File: src/rtl/xfade_pkg.sv
package xfade_pkg;
   localparam int XF_DEF_SMP_W  = 16;
   localparam int XF_DEF_COEF_W = 16;

   // Output-stage variant selection
   typedef enum logic {
      XF_COMB_PRODUCTS = 1'b0,
      XF_REG_PRODUCTS  = 1'b1
   } xf_variant_e;
endpackage

File: src/rtl/xf_wmul.sv
module xf_wmul #(
   parameter int SMP_W  = 16,
   parameter int COEF_W = 16,
   localparam int PW    = SMP_W + COEF_W + 1
) (
   input  logic signed [SMP_W-1:0]  smp,
   input  logic        [COEF_W-1:0] wgt,
   output logic signed [PW-1:0]     prod
);
   logic signed [PW-1:0] smp_x;
   logic signed [PW-1:0] wgt_x;

   always_comb begin
      smp_x = {{(COEF_W+1){smp[SMP_W-1]}}, smp};
      wgt_x = {{(SMP_W+1){1'b0}}, wgt};
      prod  = smp_x * wgt_x;
   end
endmodule

File: src/rtl/xf_sum.sv
module xf_sum #(
   parameter int SMP_W  = 16,
   parameter int COEF_W = 16,
   localparam int PW    = SMP_W + COEF_W + 1,
   localparam int SW    = PW + 1,
   localparam int HW    = SW - COEF_W
) (
   input  logic                    clk,
   input  logic                    rst_n,
   input  logic                    chk_en,
   input  logic signed [PW-1:0]    prod_a,
   input  logic signed [PW-1:0]    prod_b,
   output logic signed [SMP_W-1:0] mix
);
   logic signed [SW-1:0] total;
   logic signed [SW-1:0] shifted;
   logic        [HW-SMP_W:0] upper;

   always_comb begin
      total   = {prod_a[PW-1], prod_a} + {prod_b[PW-1], prod_b};
      shifted = total >>> COEF_W;
      mix     = shifted[SMP_W-1:0];
      upper   = shifted[HW-1:SMP_W-1];
   end

   // Everything above the kept slice must be sign copies
   p_no_overflow_r7: assert property (@(posedge clk) disable iff (!rst_n)
      chk_en |-> ($countones(upper) == 0 || $countones(upper) == HW - SMP_W + 1));
endmodule

File: src/rtl/xfade_mix.sv
module xfade_mix
   import xfade_pkg::*;
#(
   parameter int SMP_W        = XF_DEF_SMP_W,
   parameter int COEF_W       = XF_DEF_COEF_W,
   parameter bit REG_PRODUCTS = 1'b1,
   localparam int PW          = SMP_W + COEF_W + 1
) (
   input  logic              clk,
   input  logic              rst_n,
   input  logic              start_i,
   input  logic              active_i,
   input  logic [SMP_W-1:0]  smp_a_i,
   input  logic [SMP_W-1:0]  smp_b_i,
   input  logic [COEF_W-1:0] coef_i,
   output logic              valid_o,
   output logic [SMP_W-1:0]  result_o
);
   if (SMP_W < 2 || SMP_W > 32) begin : g_bad_smp_w
      $error("xfade_mix: SMP_W must lie in 2..32");
   end
   if (COEF_W < 2 || COEF_W > 32) begin : g_bad_coef_w
      $error("xfade_mix: COEF_W must lie in 2..32");
   end

   localparam xf_variant_e VARIANT = REG_PRODUCTS ? XF_REG_PRODUCTS : XF_COMB_PRODUCTS;

   logic signed [PW-1:0]    prod_a, prod_b;
   logic signed [PW-1:0]    sum_in_a, sum_in_b;
   logic                    sel_v, sel_act;
   logic [SMP_W-1:0]        sel_smp;
   logic signed [SMP_W-1:0] mix;
   logic [COEF_W-1:0]       coef_inv;
   logic                    valid_q;
   logic [SMP_W-1:0]        result_q;

   assign coef_inv = ~coef_i;

   xf_wmul #(.SMP_W(SMP_W), .COEF_W(COEF_W)) u_mul_a (
      .smp(smp_a_i), .wgt(coef_i), .prod(prod_a));
   xf_wmul #(.SMP_W(SMP_W), .COEF_W(COEF_W)) u_mul_b (
      .smp(smp_b_i), .wgt(coef_inv), .prod(prod_b));

   if (VARIANT == XF_REG_PRODUCTS) begin : g_reg
      logic signed [PW-1:0] pa_q, pb_q;
      logic                 v1_q, act1_q;
      logic [SMP_W-1:0]     smp1_q;

      always_ff @(posedge clk) begin
         if (!rst_n) begin
            v1_q   <= 1'b0;
            act1_q <= 1'b0;
            smp1_q <= '0;
            pa_q   <= '0;
            pb_q   <= '0;
         end else begin
            v1_q <= start_i;
            if (start_i) begin
               act1_q <= active_i;
               smp1_q <= smp_a_i;
               pa_q   <= prod_a;
               pb_q   <= prod_b;
            end
         end
      end

      assign sum_in_a = pa_q;
      assign sum_in_b = pb_q;
      assign sel_v    = v1_q;
      assign sel_act  = act1_q;
      assign sel_smp  = smp1_q;

      p_latency_r5: assert property (@(posedge clk) disable iff (!rst_n)
         $past(start_i, 2) |-> valid_o);
      p_quiet_r6: assert property (@(posedge clk) disable iff (!rst_n)
         !$past(start_i, 2) |-> !valid_o);
      p_bypass_r4: assert property (@(posedge clk) disable iff (!rst_n)
         (valid_o && !$past(active_i, 2)) |-> result_o == $past(smp_a_i, 2));
   end else begin : g_comb
      assign sum_in_a = prod_a;
      assign sum_in_b = prod_b;
      assign sel_v    = start_i;
      assign sel_act  = active_i;
      assign sel_smp  = smp_a_i;

      p_latency_r5: assert property (@(posedge clk) disable iff (!rst_n)
         $past(start_i) |-> valid_o);
      p_quiet_r6: assert property (@(posedge clk) disable iff (!rst_n)
         !$past(start_i) |-> !valid_o);
      p_bypass_r4: assert property (@(posedge clk) disable iff (!rst_n)
         (valid_o && !$past(active_i)) |-> result_o == $past(smp_a_i));
   end

   xf_sum #(.SMP_W(SMP_W), .COEF_W(COEF_W)) u_sum (
      .clk(clk), .rst_n(rst_n), .chk_en(sel_v),
      .prod_a(sum_in_a), .prod_b(sum_in_b), .mix(mix));

   always_ff @(posedge clk) begin
      if (!rst_n) begin
         valid_q  <= 1'b0;
         result_q <= '0;
      end else begin
         valid_q <= sel_v;
         if (sel_v) result_q <= sel_act ? mix : sel_smp;
      end
   end

   assign valid_o  = valid_q;
   assign result_o = result_q;

   p_reset_r8: assert property (@(posedge clk)
      $past(!rst_n) |-> (!valid_o && result_o == '0));
endmodule

File: config.mk
export PLATFORM = sky130hd
export DESIGN_NAME = xfade_mix
export DESIGN_NICKNAME = d
export VERILOG_FILES = /design/src/rtl/xfade_pkg.sv /design/src/rtl/xf_wmul.sv /design/src/rtl/xf_sum.sv /design/src/rtl/xfade_mix.sv
export SDC_FILE = /design/constraint.sdc
export NUM_CORES = 1
export LEC_CHECK = 0
export ABC_AREA = 1
export BUFFER_PORTS_ARGS = -buffer_cell sky130_fd_sc_hd__buf_2
export CAP_MARGIN = 25
export CORE_ASPECT_RATIO = 0.7
export CORE_MARGIN = 5
export CORE_UTILIZATION = 30
export CTS_BUF_LIST = sky130_fd_sc_hd__clkbuf_2 sky130_fd_sc_hd__clkbuf_4 sky130_fd_sc_hd__clkbuf_8
export DETAILED_ROUTE_END_ITERATION = 8
export RECOVER_POWER = 100
export SETUP_SLACK_MARGIN = 0.02
export SYNTH_ARGS = -nofsm -noshare
export SYNTH_HDL_FRONTEND = slang
export SYNTH_SLANG_ARGS = --single-unit
export TNS_END_PERCENT = 1
File: constraint.sdc
create_clock -name clk -period 7.3 [get_ports clk]
set_input_delay 0.365 -clock clk [delete_from_list [all_inputs] [get_ports clk]]
set_output_delay 0.365 -clock clk [all_outputs]
set_load 0.02 [all_outputs]
Word level (Yosys, flattened, before mapping)

Index checks and enable logic that the tools add are counted.

Bitwise operators: 1
Add/subtract/negate cells: 1
Multipliers: 2
Mux-type cells: 1

Operators with widths:

| operator                     | count |
|---|---|
| multiplier 16 x 17 -> 32 bit | 2 |
| adder 32 bit                 | 1 |
| 2-to-1 mux 16 bit            | 1 |
| inverter 16 bit              | 1 |

Output and inout bits: 17
Register bits after elaboration: 99
Bits of input ports: 52
Word-level logic and storage cells: 12

Longest topological paths before layout

Depth in word-level cells: 2
Mapped depth: 29
Mapped depth without buffers: 27

By module

Synthesis repeated with hierarchy kept, for this count alone.

Cell total of the unflattened synthesis: 3825
Area total of the unflattened synthesis: 25856.0 um^2

By module, submodules not included:

| module            | cells each | area an instance (um^2) | instances |
|---|---|---|---|
| xf_wmul (u_mul_a) | 1399       | 9753.1                  | 1 |
| xf_wmul (u_mul_b) | 1404       | 9751.9                  | 1 |
| xfade_mix         | 519        | 4060.1                  | 1 |
| xf_sum            | 503        | 2290.9                  | 1 |

Worst setup path before layout

Ideal clock, no wire load.

Path type: input to register
Start point: input smp_a_i[7]
End point: register g_reg.pa_q[29]
Data arrival time: 5.285 ns
Setup time: 0.109 ns
Required time: 7.191 ns
Setup slack: 1.906 ns
Stages on the path: 25
Cells stage by stage: clkbuf_1 > clkbuf_1 > nand2_1 > fa_1 > inv_1 > fa_1 > inv_1 > fa_1 > inv_1 > fa_1 > fa_1 > inv_1 > fa_1 > inv_1 > ha_1 > a21oi_1 > o21ai_1 > a21oi_1 > inv_1 > nand2_1 > nand3_1 > nand2_1 > nand3_1 > nand2_1 > inv_1

Cells in the longest elaborated chain, start to end: 1

Ends and longest elaborated chain:

| element                      | line            | RTL |
|---|---|---|
| start: declaration           | xfade_mix.sv:13 | `input logic [SMP_W-1:0] smp_a_i,` |
| multiplier 16 x 17 -> 32 bit | xf_wmul.sv:16   | `prod = smp_x * wgt_x;` |
| end signal: assignment       | xfade_mix.sv:61 | `pa_q <= prod_a;` |
| end: declaration             | xfade_mix.sv:45 | `logic signed [PW-1:0] pa_q, pb_q;` |

No other way between the ends.
A chain may end at the register's enable or synchronous reset.

Final worst setup path

Start point: input coef_i[12]
End point: register g_reg.pb_q[19]

Cells in the longest elaborated chain, start to end: 2

Ends and longest elaborated chain:

| element                      | line            | RTL |
|---|---|---|
| start: declaration           | xfade_mix.sv:15 | `input logic [COEF_W-1:0] coef_i,` |
| inverter 16 bit              | xfade_mix.sv:37 | `assign coef_inv = ~coef_i;` |
| multiplier 16 x 17 -> 32 bit | xf_wmul.sv:16   |  |
| end signal: assignment       | xfade_mix.sv:62 | `pb_q <= prod_b;` |
| end: declaration             | xfade_mix.sv:45 |  |

No other way between the ends.

==> run_results.csv <==
group,metric,value,unit
die,start_util,30.4,%
global_routing,met1_usage,26.2,%
global_routing,grt.total_usage,17.7,%
clock_network,cts_root_buffer,"clkbuf_8",
route,firstDrtPassIters,5,
timing,setup_violations,0,
clock_network,cts_setup_buffers,0,
cells_and_area,design_area,25700,um^2
timing,setup-tns-final,0,ns
placed_design,placed_area,25500,um^2
synth,yosysTopAreaCellShare,32.3,%
timing,slew_violations,142,
placed_design,port-buffer-count,68,
route,drc,0,
clock_network,htreeDepth,3,
cells_and_area,area_growth,6.62,%
route,vias,20800,
critical_path,critPathCaptureType,"flop",
die,die_w,349,um
clock_network,cts_tree,"built",
synth,synth_nets,4174,
cells_and_area,regArea,1980,um^2
cells_and_area,multi_input_comb_area,18300,um^2
route,wl_per_cell,16.5,um
timing,fmax,163,MHz
synth,yosysWarnings,0,
critical_path,cp_cell_sequence,"buf_2, clkinv_1, nand2_1, fa_1, fa_1, fa_1, inv_1, fa_1, fa_1, inv_1, fa_1, inv_1, ha_1, a21oi_1, a21boi_0, nand2_1, nand2_1, nand2_1, nand2_1, nand2_1, o21ai_0, inv_1",
synth,yosysUniqueCellTypes,37,
synth,ys_ff_latch,99,
timing,skew,0.0149,ns
synth,synthArstFlopShare,0,%
clock_network,clk_pin_slew,0.10,ns
cells_and_area,layout_commonest_cell,"nand2_1",
cells_and_area,most-common-layout-cells,"nand2_1, inv_1, fa_1",
timing,slew_headroom,-84.4,%
timing,rsz0062_at_grt,"no",
worst_hold_path,min-delay-start,"active_i",
global_routing,use_met3,4.31,%
critical_path,cp.required,7.62,ns
global_routing,grt.busiest_layer,"met2",
worst_hold_path,hold_class,"input port to flop",
route,ant_nets,0,
synth,syn_inst,3470,
die,pin_count,69,
route,via_per_inst,4.60,
critical_path,critPathMaxFanout,10,
global_routing,gr-usage-met2,26.8,%
die,die-height,247,um
critical_path,worst-path-buf-inv,6,
synth,syn_area,24100,um^2
global_routing,grt_overflow,0,
cells_and_area,fin_nets,4157,
critical_path,cp-start-kind,"input port",
synth,post-synth-top-area-cell,"fa_1",
placed_design,dp_hpwl,62900,um
synth,synth-edff-count,0,
critical_path,cp.arrival,6.45,ns
synth,ys_top_cells_by_area,"fa_1, nand2_1, ha_1",
critical_path,slowest_delay,0.52,ns
synth,synth_ff_type,"dfxtp_1",
cells_and_area,fin_util,32.4,%
critical_path,reg2reg_slack,5.13,ns
global_routing,grt_max_degree,65,
critical_path,timing.rr.start,"g_reg.pa_q[18]",
global_routing,antenna_found_initial,1,
clock_network,cts_sinks,99,
clock_network,insertion_delay,0.42,ns
cells_and_area,drive_gt1_share,3.50,%
clock_network,cts_buffer_depth,2,
critical_path,crit_type,"input port to flop",
die,die_area,86100,um^2
critical_path,cp_top_family,"adder cells",
placed_design,routabilityCongestion,0.958,
cells_and_area,fill_cells,8721,
synth,ys_seq_area_share,8.23,%
route,routed_wl,74700,um
worst_hold_path,holdPathStages,3,
critical_path,r2r_end,"result_o[11]",
critical_path,rr_worst_depth,11,
global_routing,grt_first_pass_wirelength,119000,um
timing,post-route-min-period,6.13,ns
synth,syn_avg_cell_area,6.94,um^2
clock_network,cts_resized,0,
clock_network,cts_made_buffers,9,
global_routing,grt_pass1_vias,20700,
timing,tightest_slew,2.77,ns
outcome,outcome,"finished, violations left",
die,core,79200,um^2
timing,hold_viol,0,
clock_network,cts-hold-fix-buffers,0,
die,num_rows,86,
job,cap_violations,3,
outcome,violations,"capacitance limit, slew limit",
critical_path,slowest_stage,"clkinv_1",
timing,min_period_over_period,84.0,%
route,drt_iter0_drc,1511,
worst_hold_path,worst_hold_path.endpoint,"g_reg.act1_q",
-- per-layer routing --
layer,share of wire (%),up-vias,wire length [um]
met5,0,-,0
met4,0.73,0,546
met3,8.1,39,6020
met2,42,580,31400
met1,49,10100,36700
li1,-,10100,-
-- sequential cells by signal, summed over array words and instances (netlist names) --
name and cells:
g_reg.pa_q 32, valid_o 1, g_reg.pb_q 32, g_reg.smp1_q 16, result_o 16, g_reg.act1_q 1, g_reg.v1_q 1
-- final cells by class --
type | instances | share of cell area (%)
antenna | 2 | 0.0195
timing repair buffer | 97 | 2.04
inverter | 886 | 13.0
clock buffer | 11 | 0.541
clock inverter | 5 | 0.331
multi-input combinational | 2360 | 71.3
tap | 1056 | 5.15
sequential | 99 | 7.72
-- worst max-delay path by stage --
| stage | startpoint | to | slack (ns) | cells after the start |
|---|---|---|---|---|
| after global routing | coef_i[6] | g_reg.pb_q[23] | 0.96 | 24 |
| final | coef_i[12] | g_reg.pb_q[19] | 1.17 | 22 |
| after CTS | coef_i[9] | g_reg.pb_q[16] | 1.44 | 22 |
| after floorplan | smp_a_i[7] | g_reg.pa_q[29] | 1.91 | 25 |
| after global placement | coef_i[3] | g_reg.pb_q[16] | 1.00 | 22 |
| after detailed placement | coef_i[9] | g_reg.pb_q[28] | 0.99 | 23 |
-- cell families after synthesis --
group,share of synthesized area (%)
simple gates,23.5
flops,8.23
compound gates,5.27
xor+xnor,1.24
fa+ha+maj,46.0
buf+inv,15.8
-- cell usage after synthesis (10+ instances only) --
master	number
nand3_1	104
nor2_1	374
nand2_1	904
a21oi_1	107
ha_1	264
fa_1	388
nor3_1	21
o21ai_0	72
clkinv_1	12
xor2_1	24
buf_1	11
inv_2	12
xnor2_1	10
dfxtp_1	99
clkbuf_1	111
nand4_1	18
o21ai_1	22
o21bai_1	11
inv_1	862
-- metrics by stage --
step | worst slack (ns) | std cells | hold WS, ns
after detailed placement | 0.986 | 4498 | 0.426
after floorplan | 1.91 | 3470 | 0.407
final | 1.17 | 4516 | 0.259
after CTS | 1.44 | 4514 | 0.233
after global routing | 0.959 | 4514 | 0.272
after global placement | 1.00 | 4498 | 0.430
-- worst register-to-register path, delay by kind of cell, from the launching register on --
family	cells	cell delay, ns
buffers and inverters	1	0.05
AOI/OAI and AO/OA	1	0.06
and+or+nand+nor	8	1.16
DFF	1	0.37
adders and majority gates	1	0.41
Power is left out: the tool's default activity adds up to more than one toggle a clock period on the data nets, which glitch-free logic cannot reach.
